--- src/rtl/hdlc_tr_pkg.sv ---
package hdlc_tr_pkg;
  localparam int TAG_W = 2;

  typedef enum logic [1:0] {
    TAG_DATA    = 2'b00,
    TAG_EOP_OK  = 2'b01,
    TAG_EOP_BAD = 2'b10,
    TAG_ABORT   = 2'b11
  } tag_e;

  // processor register map
  localparam logic [1:0] A_TEST = 2'd0;
  localparam logic [1:0] A_CTRL = 2'd1;
  localparam logic [1:0] A_DATA = 2'd2;
  localparam logic [1:0] A_STAT = 2'd3;

  // test register bit positions
  localparam int B_SOFT = 5;
  localparam int B_R2T  = 4;
  localparam int B_CRC  = 3;
  localparam int B_FIFO = 2;
  localparam int B_ADDR = 1;
  localparam int B_T2R  = 0;

  typedef enum logic [1:0] {SRC_REG, SRC_RXQ, SRC_TXQ} rsrc_e;
endpackage

--- src/rtl/hdlc_fifo.sv ---
module hdlc_fifo #(
  parameter int W     = 10,
  parameter int DEPTH = 16
) (
  input  logic           clk,
  input  logic           clr,
  input  logic           push,
  input  logic [W-1:0]   din,
  input  logic           pop,
  output logic [W-1:0]   dout,
  output logic           empty,
  output logic           full,
  output logic [$clog2(DEPTH):0] count
);
  localparam int AW = $clog2(DEPTH);

  logic [W-1:0]  mem [DEPTH];
  logic [AW-1:0] wp, rp;
  logic          do_push, do_pop;

  assign empty   = (count == '0);
  assign full    = (count == (AW+1)'(DEPTH));
  assign do_push = push && !full;
  assign do_pop  = pop && !empty;

  // storage without reset so it maps onto block RAM
  always_ff @(posedge clk) begin
    if (do_push) mem[wp] <= din;
  end

  always_ff @(posedge clk) begin
    if (clr) begin
      wp    <= '0;
      rp    <= '0;
      count <= '0;
      dout  <= '0;
    end else begin
      if (do_push) wp <= wp + 1'b1;
      if (do_pop) begin
        dout <= mem[rp];
        rp   <= rp + 1'b1;
      end
      case ({do_push, do_pop})
        2'b10:   count <= count + 1'b1;
        2'b01:   count <= count - 1'b1;
        default: count <= count;
      endcase
    end
  end
endmodule

--- src/rtl/hdlc_ser_tx.sv ---
module hdlc_ser_tx #(
  parameter int EW = 10
) (
  input  logic          clk,
  input  logic          clr,
  input  logic          en,
  input  logic          q_empty,
  input  logic [EW-1:0] q_dout,
  output logic          q_pop,
  output logic          out_valid,
  output logic          out_bit
);
  localparam int CW = $clog2(EW + 1);

  logic          busy_q, load_q;
  logic [EW-1:0] sh_q;
  logic [CW-1:0] cnt_q;

  assign q_pop = en && !busy_q && !load_q && !q_empty;

  always_ff @(posedge clk) begin
    if (clr) begin
      busy_q    <= 1'b0;
      load_q    <= 1'b0;
      sh_q      <= '0;
      cnt_q     <= '0;
      out_valid <= 1'b0;
      out_bit   <= 1'b0;
    end else begin
      load_q    <= q_pop;
      out_valid <= 1'b0;
      if (load_q) begin
        sh_q   <= q_dout;
        cnt_q  <= CW'(EW);
        busy_q <= 1'b1;
      end else if (busy_q) begin
        out_valid <= 1'b1;
        out_bit   <= sh_q[0];
        sh_q      <= sh_q >> 1;
        cnt_q     <= cnt_q - 1'b1;
        if (cnt_q == CW'(1)) busy_q <= 1'b0;
      end
    end
  end
endmodule

--- src/rtl/hdlc_ser_rx.sv ---
module hdlc_ser_rx #(
  parameter int EW = 10
) (
  input  logic          clk,
  input  logic          clr,
  input  logic          en,
  input  logic          in_valid,
  input  logic          in_bit,
  output logic          word_v,
  output logic [EW-1:0] word
);
  localparam int CW = $clog2(EW + 1);

  logic [EW-1:0] sh_q;
  logic [CW-1:0] cnt_q;

  always_ff @(posedge clk) begin
    if (clr || !en) begin
      sh_q   <= '0;
      cnt_q  <= '0;
      word_v <= 1'b0;
      if (clr) word <= '0;
    end else begin
      word_v <= 1'b0;
      if (in_valid) begin
        sh_q <= {in_bit, sh_q[EW-1:1]};
        if (cnt_q == CW'(EW - 1)) begin
          cnt_q  <= '0;
          word_v <= 1'b1;
          word   <= {in_bit, sh_q[EW-1:1]};
        end else begin
          cnt_q <= cnt_q + 1'b1;
        end
      end
    end
  end
endmodule

--- src/rtl/hdlc_test_router.sv ---
module hdlc_test_router
  import hdlc_tr_pkg::*;
#(
  parameter int DATA_W = 8,
  parameter int DEPTH  = 16
) (
  input  logic                clk,
  input  logic                rst,
  input  logic                cpu_wr,
  input  logic                cpu_rd,
  input  logic [1:0]          cpu_addr,
  input  logic [DATA_W+1:0]   cpu_wdata,
  output logic [DATA_W+1:0]   cpu_rdata,
  input  logic                ser_rx_valid,
  input  logic                ser_rx_bit,
  output logic                ser_tx_valid,
  output logic                ser_tx_bit
);
  localparam int EW = DATA_W + TAG_W;
  localparam int CNTW = $clog2(DEPTH) + 1;

  // register state
  logic       soft_q;
  logic [4:0] tbits_q;
  logic       rx_en_q, tx_en_q;
  logic       irst;

  logic wr_test, wr_ctrl, wr_data, rd_data;
  logic fifo_test, r2t_on, t2r_on, t2r_act;

  assign irst    = rst || soft_q;
  assign wr_test = cpu_wr && (cpu_addr == A_TEST);
  assign wr_ctrl = cpu_wr && (cpu_addr == A_CTRL);
  assign wr_data = cpu_wr && (cpu_addr == A_DATA);
  assign rd_data = cpu_rd && (cpu_addr == A_DATA);

  assign fifo_test = tbits_q[B_FIFO];
  assign r2t_on    = tbits_q[B_R2T];
  assign t2r_on    = tbits_q[B_T2R];
  assign t2r_act   = t2r_on && rx_en_q && tx_en_q;

  // soft reset bit: cleared only by hardware reset or a write of 0
  always_ff @(posedge clk) begin
    if (rst)          soft_q <= 1'b0;
    else if (wr_test) soft_q <= cpu_wdata[B_SOFT];
  end

  always_ff @(posedge clk) begin
    if (irst)         tbits_q <= '0;
    else if (wr_test) tbits_q <= cpu_wdata[B_SOFT] ? 5'b0 : cpu_wdata[4:0];
  end

  always_ff @(posedge clk) begin
    if (irst) begin
      rx_en_q <= 1'b0;
      tx_en_q <= 1'b0;
    end else if (wr_ctrl) begin
      rx_en_q <= cpu_wdata[0];
      tx_en_q <= cpu_wdata[1];
    end
  end

  // receiver with loopback input select
  logic          rx_vin, rx_bin;
  logic          rw_v;
  logic [EW-1:0] rw;

  assign rx_vin = t2r_act ? ser_tx_valid : ser_rx_valid;
  assign rx_bin = t2r_act ? ser_tx_bit   : ser_rx_bit;

  hdlc_ser_rx #(.EW(EW)) rx_i (
    .clk      (clk),
    .clr      (irst),
    .en       (rx_en_q),
    .in_valid (rx_vin),
    .in_bit   (rx_bin),
    .word_v   (rw_v),
    .word     (rw)
  );

  // FIFO port steering
  logic            rxq_push, rxq_pop, rxq_empty, rxq_full;
  logic            txq_push, txq_pop, txq_empty, txq_full;
  logic [EW-1:0]   rxq_din, rxq_dout, txq_din, txq_dout;
  logic [CNTW-1:0] rxq_cnt, txq_cnt;
  logic            copy_v, ser_pop, ser_en;

  assign copy_v   = rw_v && r2t_on && !t2r_on;
  assign rxq_push = rw_v || (fifo_test && wr_data);
  assign rxq_din  = rw_v ? rw : cpu_wdata;
  assign rxq_pop  = !fifo_test && rd_data;
  assign txq_push = copy_v || (!fifo_test && wr_data);
  assign txq_din  = copy_v ? rw : cpu_wdata;
  assign txq_pop  = ser_pop || (fifo_test && rd_data);
  assign ser_en   = tx_en_q && !fifo_test;

  hdlc_fifo #(.W(EW), .DEPTH(DEPTH)) rxq_i (
    .clk   (clk),
    .clr   (irst),
    .push  (rxq_push),
    .din   (rxq_din),
    .pop   (rxq_pop),
    .dout  (rxq_dout),
    .empty (rxq_empty),
    .full  (rxq_full),
    .count (rxq_cnt)
  );

  hdlc_fifo #(.W(EW), .DEPTH(DEPTH)) txq_i (
    .clk   (clk),
    .clr   (irst),
    .push  (txq_push),
    .din   (txq_din),
    .pop   (txq_pop),
    .dout  (txq_dout),
    .empty (txq_empty),
    .full  (txq_full),
    .count (txq_cnt)
  );

  hdlc_ser_tx #(.EW(EW)) tx_i (
    .clk       (clk),
    .clr       (irst),
    .en        (ser_en),
    .q_empty   (txq_empty),
    .q_dout    (txq_dout),
    .q_pop     (ser_pop),
    .out_valid (ser_tx_valid),
    .out_bit   (ser_tx_bit)
  );

  // read path: registered source select and register snapshot
  rsrc_e         rsrc_q;
  logic [EW-1:0] reg_rd_q;

  always_ff @(posedge clk) begin
    if (rst) begin
      rsrc_q   <= SRC_REG;
      reg_rd_q <= '0;
    end else if (cpu_rd) begin
      rsrc_q <= SRC_REG;
      case (cpu_addr)
        A_TEST:  reg_rd_q <= EW'({soft_q, tbits_q});
        A_CTRL:  reg_rd_q <= EW'({tx_en_q, rx_en_q});
        A_STAT:  reg_rd_q <= EW'({rxq_empty, txq_empty, txq_dout[EW-1 -: TAG_W]});
        default: rsrc_q   <= fifo_test ? SRC_TXQ : SRC_RXQ;
      endcase
    end
  end

  always_comb begin
    case (rsrc_q)
      SRC_RXQ: cpu_rdata = rxq_dout;
      SRC_TXQ: cpu_rdata = txq_dout;
      default: cpu_rdata = reg_rd_q;
    endcase
  end
endmodule

--- config.mk ---
export PLATFORM = sky130hd
export DESIGN_NAME = hdlc_test_router
export DESIGN_NICKNAME = d
export VERILOG_FILES = /design/src/rtl/hdlc_tr_pkg.sv /design/src/rtl/hdlc_fifo.sv /design/src/rtl/hdlc_ser_tx.sv /design/src/rtl/hdlc_ser_rx.sv /design/src/rtl/hdlc_test_router.sv
export SDC_FILE = /design/constraint.sdc
export NUM_CORES = 1
export LEC_CHECK = 0
export CORE_MARGIN = 5
export CORE_UTILIZATION = 27
export DETAILED_ROUTE_END_ITERATION = 8
export HOLD_SLACK_MARGIN = 0.15
export PLACE_DENSITY = 0.53
export SLEW_MARGIN = 20
export SYNTH_ARGS = -nofsm -noshare
export SYNTH_HDL_FRONTEND = slang
export SYNTH_HIERARCHICAL = 1
export SYNTH_SLANG_ARGS = --single-unit
--- constraint.sdc ---
create_clock -name clk -period 5.79 [get_ports clk]
set_input_delay 1.737 -clock clk [delete_from_list [all_inputs] [get_ports clk]]
set_output_delay 1.737 -clock clk [all_outputs]
set_load 0.01 [all_outputs]
After elaboration in Yosys (flattened, before gate mapping):

Memory sizes are Yosys's and may differ from the RTL's. A register that Yosys moved wholly into a read port is not among the register bits.
Index checks and enable logic that the tools add are counted.

* add/sub/neg operators: 10
* multipliers: 0
* div/mod/pow operators: 0
* magnitude comparators: 0
* eq/ne operators: 14
* shift operators: 0
* muxes and demuxes: 29
* bitwise gates (word level): 2
* reduce and logical (&&, ||, !) cells: 49

Operator list (number)
* 10-bit two-way mux: 8
* 10-bit one-hot mux with 3 select lines: 1
* 4-bit by 1-bit adder with 4-bit output (second input constant): 5
* 1-bit logical AND: 20
* 10-bit one-hot mux with 2 select lines: 1
* 5-bit one-hot mux with 2 select lines: 2
* 4-bit two-way mux: 3
* 1-bit two-way mux: 11
* 5-bit by 1-bit adder with 5-bit output (second input constant): 2
* 2-bit == test (second input constant): 5
* 5-bit == test (second input constant): 2
* 5-bit zero test: 2
* 2-bit nonzero test: 5
* 5-bit by 1-bit subtractor with 5-bit output (second input constant): 2
* 1-bit zero test: 9
* 2-bit by 1-bit == test with 1-bit output (second input constant): 4
* 1-bit logical OR: 5
* 5-bit two-way mux: 1
* 4-bit by 1-bit == test with 1-bit output (second input constant): 1
* 4-bit == test (second input constant): 1
* 2-bit two-way mux: 2
* 2-bit AND reduction: 2
* 2-bit OR reduction: 2
* 4-bit by 1-bit subtractor with 4-bit output (second input constant): 1
* other kinds (6): 7

* flip-flop bits (word level): 89
* bits in latches: 0
* memory bits (writable): 320
* memory bits (read-only): 0
* input bits: 18
* output and inout bits: 12
* word-level logic and storage cells: 129
* memories kept: 2

Memories
* rxq_i.mem: depth 16, width 10, rd ports 1, clocked after memory_dff 1, write ports 1, line hdlc_fifo.sv:17 `logic [W-1:0] mem [DEPTH];`
* txq_i.mem: depth 16, width 10, rd ports 1, clocked after memory_dff 1, write ports 1, line hdlc_fifo.sv:17

Logic depth before layout (Yosys ltp):

Gate-level depths: netlist of the first run.

* word-level depth: 9
* mapped depth: 14
* gate-level depth less buffers: 14

Modules after synthesis:

The synthesis of the first run kept the hierarchy.

By module, submodules not included
* hdlc_fifo: instances 2, cells each 375, area an instance 7201.9 um2
* hdlc_test_router: instances 1, cells each 148, area an instance 1212.4 um2
* hdlc_ser_rx: instances 1, cells each 75, area an instance 909.6 um2
* hdlc_ser_tx: instances 1, cells each 89, area an instance 829.5 um2

Worst setup path after synthesis of the first run:

OpenSTA, ideal clock, no wires.

* path type: input to register
* from: input port cpu_addr[0]
* to: register txq_i.count[4]
* library setup time: 121 ps
* arrival: 4230 ps
* path slack: 1439 ps
* cell stages on the path: 13
* cell sequence: buf_4 > nor2b_1 > nand2_1 > o21ai_0 > a21boi_2 > inv_1 > ha_1 > ha_1 > nor2b_1 > o21ai_0 > a21oi_1 > or3b_1 > mux2_2

* longest elaborated chain between the ends: 7
* elaborated cells between the ends (all ways): 13
* those cells by class: 3 x eq/ne; 1 x mux; 9 x reduce/logical

RTL lines
* start, declared: line hdlc_test_router.sv:11 `input logic [1:0] cpu_addr,`
* 2-bit == test *: line hdlc_test_router.sv:34 `assign wr_data = cpu_wr && (cpu_addr == A_DATA);`
* 1-bit logical AND *: line hdlc_test_router.sv:34
* 1-bit logical AND *: line hdlc_test_router.sv:92 `assign txq_push = copy_v || (!fifo_test && wr_data);`
* 1-bit logical OR *: line hdlc_test_router.sv:92
* net txq_push: line hdlc_test_router.sv:83 `logic txq_push, txq_pop, txq_empty, txq_full;`
* 1-bit logical AND *: line hdlc_fifo.sv:23 `assign do_push = push && !full;`
* 2-bit by 1-bit == test with 1-bit output or 2-bit == test (tied branches): line hdlc_fifo.sv:43 `case ({do_push, do_pop})`
* 5-bit one-hot mux with 2 select lines or 2-bit nonzero test (tied branches)
* end signal, assigned: line hdlc_fifo.sv:44 `2'b10: count <= count + 1'b1;`
* end signal, assigned: line hdlc_fifo.sv:45 `2'b01: count <= count - 1'b1;`
* end signal, assigned: line hdlc_fifo.sv:46 `default: count <= count;`
* end, declared: line hdlc_fifo.sv:13 `output logic [$clog2(DEPTH):0] count`

Mark *: on every way through the listed nets, which the timed path passes. The rest lies on a longest branch.
A chain may end at the register's enable or synchronous reset.

Worst setup path after layout of the first run:

* from: input port cpu_rd
* to: register rxq_i.count[4]

* longest elaborated chain between the ends: 5
* elaborated cells between the ends (all ways): 7
* those cells by class: 2 x eq/ne; 1 x mux; 4 x reduce/logical

RTL lines
* start, declared: line hdlc_test_router.sv:10 `input logic cpu_rd,`
* 1-bit logical AND *: line hdlc_test_router.sv:35 `assign rd_data = cpu_rd && (cpu_addr == A_DATA);`
* 1-bit logical AND *: line hdlc_test_router.sv:91 `assign rxq_pop = !fifo_test && rd_data;`
* net rxq_pop: line hdlc_test_router.sv:82 `logic rxq_push, rxq_pop, rxq_empty, rxq_full;`
* 1-bit logical AND *: line hdlc_fifo.sv:24 `assign do_pop = pop && !empty;`
* net rxq_i.do_pop: line hdlc_fifo.sv:19 `logic do_push, do_pop;`
* 2-bit by 1-bit == test with 1-bit output or 2-bit == test (tied branches): line hdlc_fifo.sv:43
* 5-bit one-hot mux with 2 select lines or 2-bit nonzero test (tied branches)
* end signal, assigned: line hdlc_fifo.sv:44
* end signal, assigned: line hdlc_fifo.sv:45
* end signal, assigned: line hdlc_fifo.sv:46
* end, declared: line hdlc_fifo.sv:13

Marks and branches as above.

==> summary.md, run 1 <==
| Metric | Value |
|---|---|
| Clock transition at path regs | around 0.060 ns |
| Period utilisation layout | around 83% |
| CP required | around 6.2 ns |
| Tmin final | around 4.8 ns |
| Synth Net Count | 1102 |
| Clk_lat worst skew | about 0.57 ns |
| Setup TNS Final | 0 ns |
| Final hold viol count | 0 |
| Setup violators final | 0 |
| Pin count of the biggest net entering global routing | 51 |
| Die W | approximately 260 um |
| Measured slew at the worst slew-check pin | slightly below 1 ns |
| CTS root buffer | clkbuf_16 |
| Min-delay worst type | flop to flop |
| Mean Syn Cell Area | 16.4 um2 |
| I/O Buffers | 29 |
| CTS Hold Buffers Added | 0 |
| CP endpoint kind | flop |
| RSZ-0062 raised after global routing | false |
| Top Ports | 30 |
| VDD IR-drop max | 0.182 mV |
| CTS Buffer Depth | 3 |
| Area Growth Syn to Fin | 16.1% |
| Post-DP HPWL | ~26000 um |
| Number of global-route vias before repair | around 9400 |
| Wirelength, routed | approximately 40000 um |
| # Post-CTS Setup Buffers | 0 |
| Clk sinks | roughly 420 |
| Status | finished clean |
| DRC Markers | 0 |
| Pre-antenna DRT Iters | 4 |
| TritonCTS buffer count | 44 |
| CP Class | input pin to flop |
| Routed Antenna Nets | 0 |
| Row cnt | just over 90 |
| Post-cts sizing count | 0 |
| Die Y | between 200 and 300 um |
| Worst hold slack | 0.473 ns |
| Final Max Slew Viols | 0 |
| Crit start category | input pin |
| GRT Residual Overflow | 0 |
| Arr. time, crit path | around 5.2 ns |
| Vias | roughly 9200 |
| Pre-CTS setup slack | between 0.4 and 0.5 ns |
| Share of layout cells above drive strength 1 | 21.3% |
| Clock Skew | about 0.01 ns |
| Initial antenna violation count | 5 |
| Yosys warns | 6 |
| Gate Count Post-Synth | about 1100 |
| F_max | ~210 MHz |
| H-Tree Level Count | 2 |
| Gr usage total | a little under an eighth |
| Final worst setup slack | 1.01 ns |
| Starting DRT DRC Count | 665 |
| Critical Path Fanout Max | 13 |
| DR vias/cell | 4.57 |
| Pleak | between 6 and 7 nW |
| Wire length per cell | about 20 um |
| Gpl congestion | 0.790 |
| Final nets | roughly 1200 |
| CTS tree | done |
| Post-Synthesis Cell Area | 0.0173 mm2 |
| Rel. slew slack | between 30% and 40% |
| Core ar. | roughly 0.064 mm2 |
| Pwr dens | approximately 300 mW/mm2 |
| MaxCap Viol Count | 0 |
| Starting Density | a little over a quarter |
| Die ar. | between 0.06 and 0.07 mm2 |
| First-pass GRT wire length | 60800 um |
## cell usage in the layout, fill, tap and decap left out, types with 3 or more instances in the layout
master,instances
clkdlybuf4s50_1,29
xnor2_1,9
nand3b_1,27
or3b_1,3
nand4_1,4
a21o_1,3
o22ai_1,4
xor2_1,12
or3_1,4
dfxtp_1,89
a21oi_1,40
clkinv_2,8
nor3_1,15
nand3_1,8
o221ai_1,18
o21ai_0,13
edfxtp_1,330
dfxtp_2,5
bufinv_16,4
nand2b_1,9
clkinv_1,4
and2_1,10
inv_1,23
nand2_1,53
nor2_1,74
ha_1,22
nor2b_1,14
mux4_2,80
clkbuf_16,44
nor4_1,3
mux2_2,35
mux2i_1,54
clkbuf_1,14
a22oi_1,10
buf_4,44
## cell type report
cell class                 instances  area, um2
antenna                            2       5.00
clock buffer                      58       1150
clock inverter                    21        233
fill                            6253      43900
inverter                          25       93.8
multi-input combinational        551       5160
sequential                       424      11800
tap                              855       1070
timing repair buffer              73        621
## routing by layer
layer | routed length [um] | vias to the layer above | track usage (%)
met1 | 18500 | 4751 | 15.9
li1 | - | 4218 | -
met3 | 1860 | 55 | 2.61
met2 | 19000 | 149 | 18.2
met5 | 29 | - | 0
met4 | 671 | 6 | 2.45
## final timing paths
kind | endpoint | start | slack (ns) | cells past startpoint
max | rxq_i/count[4] | cpu_rd | 1.01 | 14
min | tbits_q[1] | tbits_q[1] | 0.47 | 2
max reg2reg | txq_i/count[4] | rx_i/word_v | 2.01 | 11
min reg2reg | tbits_q[1] | tbits_q[1] | 0.47 | 2
## metrics by stage
stage               instance area (um2)  util [%]  power [mW]  instances
floorplan                         17300         -        3.43       1060
detailed placement                18700      29.3        3.50       1928
global route                      20100      31.5        6.40       2007
global placement                  18700      29.3        3.50       1928
finish                            20100      31.5        6.18       2009
CTS                               20100      31.5        6.26       2007
## state kept, by name, summed over array words and instances, names as in the netlist, 5 cells and up
name / cells
rx_i/word: 10
rxq_i/count: 5
rxq_i/dout: 10
txq_i/dout: 10
rxq_i/mem: 160
txq_i/count: 5
txq_i/mem: 160
reg_rd_q: 6
tbits_q: 5
rx_i/sh_q: 9
tx_i/sh_q: 10
## power breakdown
group	internal [mW]	switching [mW]
Clock	1.59	1.15
Combinational	0.0442	0.0922
Sequential	3.29	0.00819
Total	4.92	1.25
## critical path, stage by stage
cell and delay (ns):
clkdlybuf4s50_1 0.80, inv_1 0.18, or3_1 0.40, inv_1 0.11, o21ai_4 0.13, inv_2 0.14
ha_1 0.24, inv_1 0.10, fa_1 0.38, nor2b_1 0.16, o21ai_0 0.13, nand3_1 0.10
or3b_1 0.35, mux2_2 0.27
No activity file was read; power rests on OpenSTA's default activity.
==> inputs of run 2 (changes only) <==
Settings changed: PLACE_DENSITY 0.53 to 0.54.
Clock period 5.79 ns to 4.2 ns, I/O delays scaled along.
==> summary.md, run 2 (synthesis gave the netlist of run 1 again) <==
| Metric | Value |
|---|---|
| Core ar. | 0.0640 mm2 (unchanged) |
| Reg2Reg Setup Slack | 0.85 ns (-1.16 ns) |
| CP required | 4.65 ns (-1.59 ns) |
| Final nets | 1197 (+3.1%) |
| # Post-CTS Setup Buffers | 0 (unchanged) |
| Area Growth Syn to Fin | 18.1% |
| Largest registers | rxq_i/mem (160), txq_i/mem (160) |
| Setup violators final | 0 (unchanged) |
| I/O Buffers | 29 (unchanged) |
| Post-cts sizing count | 0 (unchanged) |
| CP endpoint kind | flop |
| Starting Density | 27.1% (unchanged) |
| Rel. slew slack | 49.2% (+14 points) |
| Critical Path Fanout Max | 3 (-10) |
| Post-DP HPWL | 26400 um (+1.6%) |
| Row cnt | 93 (unchanged) |
| Setup TNS Final | 0 ns (unchanged) |
| CTS root buffer | clkbuf_16 |
| Period utilisation layout | 92.5% |
| Crit start category | input pin |
| Initial antenna violation count | 2 (-3) |
| Clock transition at path regs | 0.06 ns (about the same) |
| Gpl congestion | 0.763 (-3.4%) |
| Wire length per cell | 19.4 um (-2.4%) |
| Measured slew at the worst slew-check pin | 0.761 ns (-0.204 ns) |
| VDD IR-drop max | 0.265 mV (+46%) |
| Tmin final | ~4 ns |
| Clk sinks | 424 (unchanged) |
| DR vias/cell | 4.56 (-0.24%) |
| Routed Antenna Nets | 0 (unchanged) |
| CTS Hold Buffers Added | 0 (unchanged) |
| Post-placement cell area | 0.0190 mm2 (+1.6%) |
| Share of layout cells above drive strength 1 | 23.6% (+2.4 points) |
| Top Ports | 30 (unchanged) |
| Pwr dens | 422 mW/mm2 (+38%) |
| Number of global-route vias before repair | 9489 (+0.75%) |
| Fin area | 0.0205 mm2 (+1.7%) |
| TritonCTS buffer count | 44 (unchanged) |
| Die W | 263 um (unchanged) |
| Die Y | 263 um (unchanged) |
| Arr. time, crit path | 4.33 ns (-0.90 ns) |
| Die ar. | 0.0694 mm2 (unchanged) |
| Wirelength, routed | 39700 um (-0.70%) |
| Starting DRT DRC Count | 649 (-2.4%) |
| Fillers | 6241 (-0.19%) |
| GRT Residual Overflow | 0 (unchanged) |
| Clock Skew | 0.0153 ns (+0.00552 ns) |
| Min-delay worst type | flop to flop |
| First-pass GRT wire length | 60400 um (-0.64%) |
| Hold path depth | 2 (unchanged) |
| Gr usage total | 11.3% (-0.026 points) |
| Pin count of the biggest net entering global routing | 44 (-14%) |
| Most common cell after layout, fill and taps aside | edfxtp_1 |
| RSZ-0062 raised after global routing | false |
| H-Tree Level Count | 2 (unchanged) |
| Final Max Slew Viols | 0 (unchanged) |
| Final hold viol count | 0 (unchanged) |
| Clk_lat worst skew | 0.57 ns (about the same) |
| Most frequent cells in the layout | edfxtp_1, dfxtp_1, mux4_2, buf_4, nor2_1 |
| Vias | 9321 (+1.5%) |
| CTS Buffer Depth | 3 (unchanged) |
| CP Class | input pin to flop |
| CTS tree | done |
| Worst r2r path cells | 13 (+2) |
| Pre-antenna DRT Iters | 5 (+1) |
| Status | finished clean |
| MaxCap Viol Count | 0 (unchanged) |
| F_max | around 260 MHz |
| DRC Markers | 0 (unchanged) |
| Pleak | 6.46 nW (+3.5%) |
run 2: cell types whose count changed in the layout (fill, tap and decap cells not counted), sizes merged:
cell,previous run,this run
clkinv,13,12
clkbuf,58,60
diode,2,1
bufinv,4,5
buf,44,80
inv,27,28
clkinvlp,2,0
run 2: worst max-delay path: stages:
cell and delay (ns):
clkdlybuf4s50_1 0.46, buf_4 0.17, nor2b_1 0.23, buf_4 0.15, nand3_1 0.10, nand2b_1 0.14
o21ai_4 0.07, inv_2 0.06, ha_1 0.18, inv_1 0.08, fa_1 0.38, nor2b_1 0.17
o21ai_0 0.13, nand3_1 0.10, or3b_1 0.35, mux2_2 0.28
run 2: final cells by class:
class	instances	area, um2	area share [%]
sequential	424	11800	57.6
multi-input combinational	551	5160	25.2
clock buffer	60	1210	5.92
tap	855	1070	5.22
timing repair buffer	109	916	4.47
clock inverter	20	231	1.13
inverter	25	93.8	0.458
antenna	1	2.50	0.0122
run 2: through the flow:
step	hold slack, ns	instances	util, %	power [mW]	worst slack, ns
after floorplan	0.427	1060	-	4.73	0.326
after global placement	0.440	1964	29.8	4.83	-0.143
after detailed placement	0.445	1964	29.8	4.84	-0.246
after CTS	0.453	2044	32.0	8.76	0.216
after global routing	0.487	2044	32.0	8.95	0.143
final	0.453	2045	32.0	8.64	0.315
run 2: worst paths after layout:
| check | start | to |
|---|---|---|
| max | cpu_addr[1] | txq_i/count[4] |
| min | tbits_q[3] | tbits_q[3] |
| max reg2reg | txq_i/count[0] | txq_i/count[4] |
| min reg2reg | tbits_q[3] | tbits_q[3] |
run 2: metal layers:
metal  GRT usage (%)  vias up  routed length (um)  share of wire (%)
met2            18.8      156               19300                 49
met5               0        -                   0                  0
met3            2.07       48                1410                3.5
met1            15.6     4842               18300                 46
met4            2.63        0                 677                1.7
li1                -     4275                   -                  -
run 2: report_power, final:
part	total, mW	switching [mW]	internal (mW)
Sequential	4.54	0.00969	4.53
Clock	3.90	1.56	2.33
Combinational	0.202	0.132	0.0695
Total	8.64	1.71	6.93
==> inputs of run 3 (changes only) <==
Settings changed: CTS_CLUSTER_DIAMETER set to 80, GPL_ROUTABILITY_DRIVEN set to 0.
==> summary.md, run 3 (synthesis gave the netlist of run 1 again) <==
| Metric | Value |
|---|---|
| Status | finished clean |
| Period utilisation layout | 92.2% (-0.31 points) |
| Arr. time, crit path | 4.32 ns (about the same) |
| Clock transition at path regs | 0.06 ns (about the same) |
| DR vias/cell | 4.55 (-0.12%) |
| GRT Residual Overflow | 0 (unchanged) |
| Clock power frac | 44.9% (-0.2 points) |
| F_max | 258 MHz (+0.33%) |
| Post-cts sizing count | 0 (unchanged) |
| Rel. slew slack | 47.7% (-1.5 points) |
| Max incr delay on CP | 0.46 ns (about the same) |
| Top Family by Delay on Critical Path | simple AND/OR/NAND/NOR gates |
| Starting Density | 27.1% (unchanged) |
| CP max-delay cell | clkdlybuf4s50_1 |
| CTS root buffer | clkbuf_16 |
| Die Y | 263 um (unchanged) |
| Metal-1 WL | 18100 um (-1.4%) |
| Most common cell after layout, fill and taps aside | edfxtp_1 |
| Total Power | 8.60 mW (-0.44%) |
| Gr usage total | 11.3% (about the same) |
| Measured slew at the worst slew-check pin | 0.784 ns (+0.0226 ns) |
| First-pass GRT wire length | 60400 um (about the same) |
| CTS tree | done |
| Pleak | 6.46 nW (-0.12%) |
| Comb pwr share | 2.3% (about the same) |
| Share of layout cells above drive strength 1 | 23.7% (+0.064 points) |
| Tmin final | 3.87 ns (-0.0130 ns) |
| Most frequent cells in the layout | edfxtp_1, dfxtp_1, mux4_2, buf_4, nor2_1 |
| RSZ-0062 raised after global routing | false |
| Clk_lat worst skew | 0.56 ns (about the same) |
| Pre-CTS setup slack | -0.246 ns (unchanged) |
| Final Max Slew Viols | 0 (unchanged) |
| Final hold viol count | 0 (unchanged) |
| Routed Antenna Nets | 0 (unchanged) |
| Clock Skew | 0.0183 ns (+0.00300 ns) |
| CTS Buffer Depth | 3 (unchanged) |
| Clk sinks | 424 (unchanged) |
| Starting DRT DRC Count | 621 (-4.3%) |
| Sequential fraction of design power | 52.8% (+0.2 points) |
| Wirelength, routed | 39700 um (-0.11%) |
| Crit start category | input pin |
| Pin count of the biggest net entering global routing | 44 (unchanged) |
| Die W | 263 um (unchanged) |
| Setup TNS Final | 0 ns (unchanged) |
| Internal power | 6.88 mW (-0.78%) |
| Number of global-route vias before repair | 9497 (+0.084%) |
| TritonCTS buffer count | 45 (+2.3%) |
| Post-layout util | 32.0% (about the same) |
| DRC Markers | 0 (unchanged) |
| Setup violators final | 0 (unchanged) |
| Largest registers | rxq_i/mem (160), txq_i/mem (160) |
| H-Tree Level Count | 2 (unchanged) |
| Met2 routed WL | 19300 um (about the same) |
| Pre-antenna DRT Iters | 5 (unchanged) |
| Post-DP HPWL | 26400 um (unchanged) |
| Vias | 9314 (-0.075%) |
| I/O Buffers | 29 (unchanged) |
| Min-delay worst type | flop to flop |
| Final worst setup slack | 0.327 ns (+0.0130 ns) |
| Sw Share | 20.0% (+0.27 points) |
| CTS Hold Buffers Added | 0 (unchanged) |
| CP Class | input pin to flop |
| VDD IR-drop max | 0.240 mV (-9.7%) |
| Top Ports | 30 (unchanged) |
| WL met3 | 1680 um (+19%) |
| Critical Path Fanout Max | 3 (unchanged) |
| Row cnt | 93 (unchanged) |
| CP required | 4.65 ns (about the same) |
| MaxCap Viol Count | 0 (unchanged) |
| CP endpoint kind | flop |
| Final nets | 1198 (+0.084%) |
| Top Metal Used | met4 |
| Die ar. | 0.0694 mm2 (unchanged) |
| # Post-CTS Setup Buffers | 0 (unchanged) |
| Dpl cells | 1964 (unchanged) |
| Pwr dens | 420 mW/mm2 (-0.39%) |
| CP Buf/Inv Count | 5 (unchanged) |
| Wire length per cell | 19.4 um (-0.16%) |
| Area Growth Syn to Fin | 18.1% (about the same) |
| Core ar. | 0.0640 mm2 (unchanged) |
| Crit path cell chain | clkdlybuf4s50_1 > buf_4 > nor2b_1 > buf_4 > nand3_1 > nand2b_1 > o21ai_4 > inv_2 > ha_1 > inv_1 > fa_1 > nor2b_1 > o21ai_0 > nand3_1 > or3b_1 > mux2_2 |
| Non-Filler Instances | 2046 (+0.049%) |
| Switching power | 1.72 mW (+0.92%) |
| Initial antenna violation count | 2 (unchanged) |
run 3: changes by cell type in the layout (fill, tap and decap cells not counted):
cell	delta
bufinv_16	-1
clkbuf_1	-1
clkinv_1	+1
clkinvlp_4	+1
inv_8	+1
run 3: worst paths after layout:
check | start | to | slack [ns] | cells after the start
min reg2reg | tbits_q[3] | tbits_q[3] | 0.45 | 2
min | tbits_q[3] | tbits_q[3] | 0.45 | 2
max reg2reg | txq_i/count[0] | txq_i/count[4] | 0.85 | 13
max | cpu_addr[1] | txq_i/count[4] | 0.33 | 16
run 3: cell type report:
type,instances,area (um2)
Multi-Input combinational cell,551,5160
Fill cell,6245,43500
Clock buffer,59,1210
Antenna cell,1,2.50
Sequential cell,424,11800
Timing Repair Buffer,109,916
Inverter,25,93.8
Clock inverter,22,224
Tap cell,855,1070
run 3: routing by layer:
| layer | track usage (%) | vias up |
|---|---|---|
| met5 | 0 | - |
| met1 | 15.6 | 4821 |
| met3 | 2.13 | 44 |
| met2 | 18.7 | 171 |
| li1 | - | 4278 |
| met4 | 2.63 | 0 |
run 3: power by group through the flow:
stage / sequential, mW / clock (mW) / combinational, mW
3_3_place_gp: 4.63 / 0 / 0.201
2_1_floorplan: 4.63 / 0 / 0.107
5_1_grt: 4.54 / 4.16 / 0.220
4_1_cts: 4.54 / 3.97 / 0.206
3_5_place_dp: 4.63 / 0 / 0.206
6_report: 4.54 / 3.86 / 0.202
run 3: metrics by stage:
step	area (um2)	hold slack, ns
2_1_floorplan	17300	0.427
6_report	20500	0.454
5_1_grt	20500	0.487
3_5_place_dp	19000	0.445
3_3_place_gp	19000	0.440
4_1_cts	20500	0.453
run 3: worst register-to-register path: stages, from the launching register on:
cell and delay (ns):
dfxtp_1 0.35, or4_4 0.57, nor2_1 0.30, nor4b_4 0.08, nand2b_1 0.21, o21ai_4 0.08
inv_2 0.05, ha_1 0.21, ha_1 0.29, nor2b_1 0.15, o21ai_0 0.22, a21oi_1 0.10
or3b_1 0.35, mux2_2 0.28
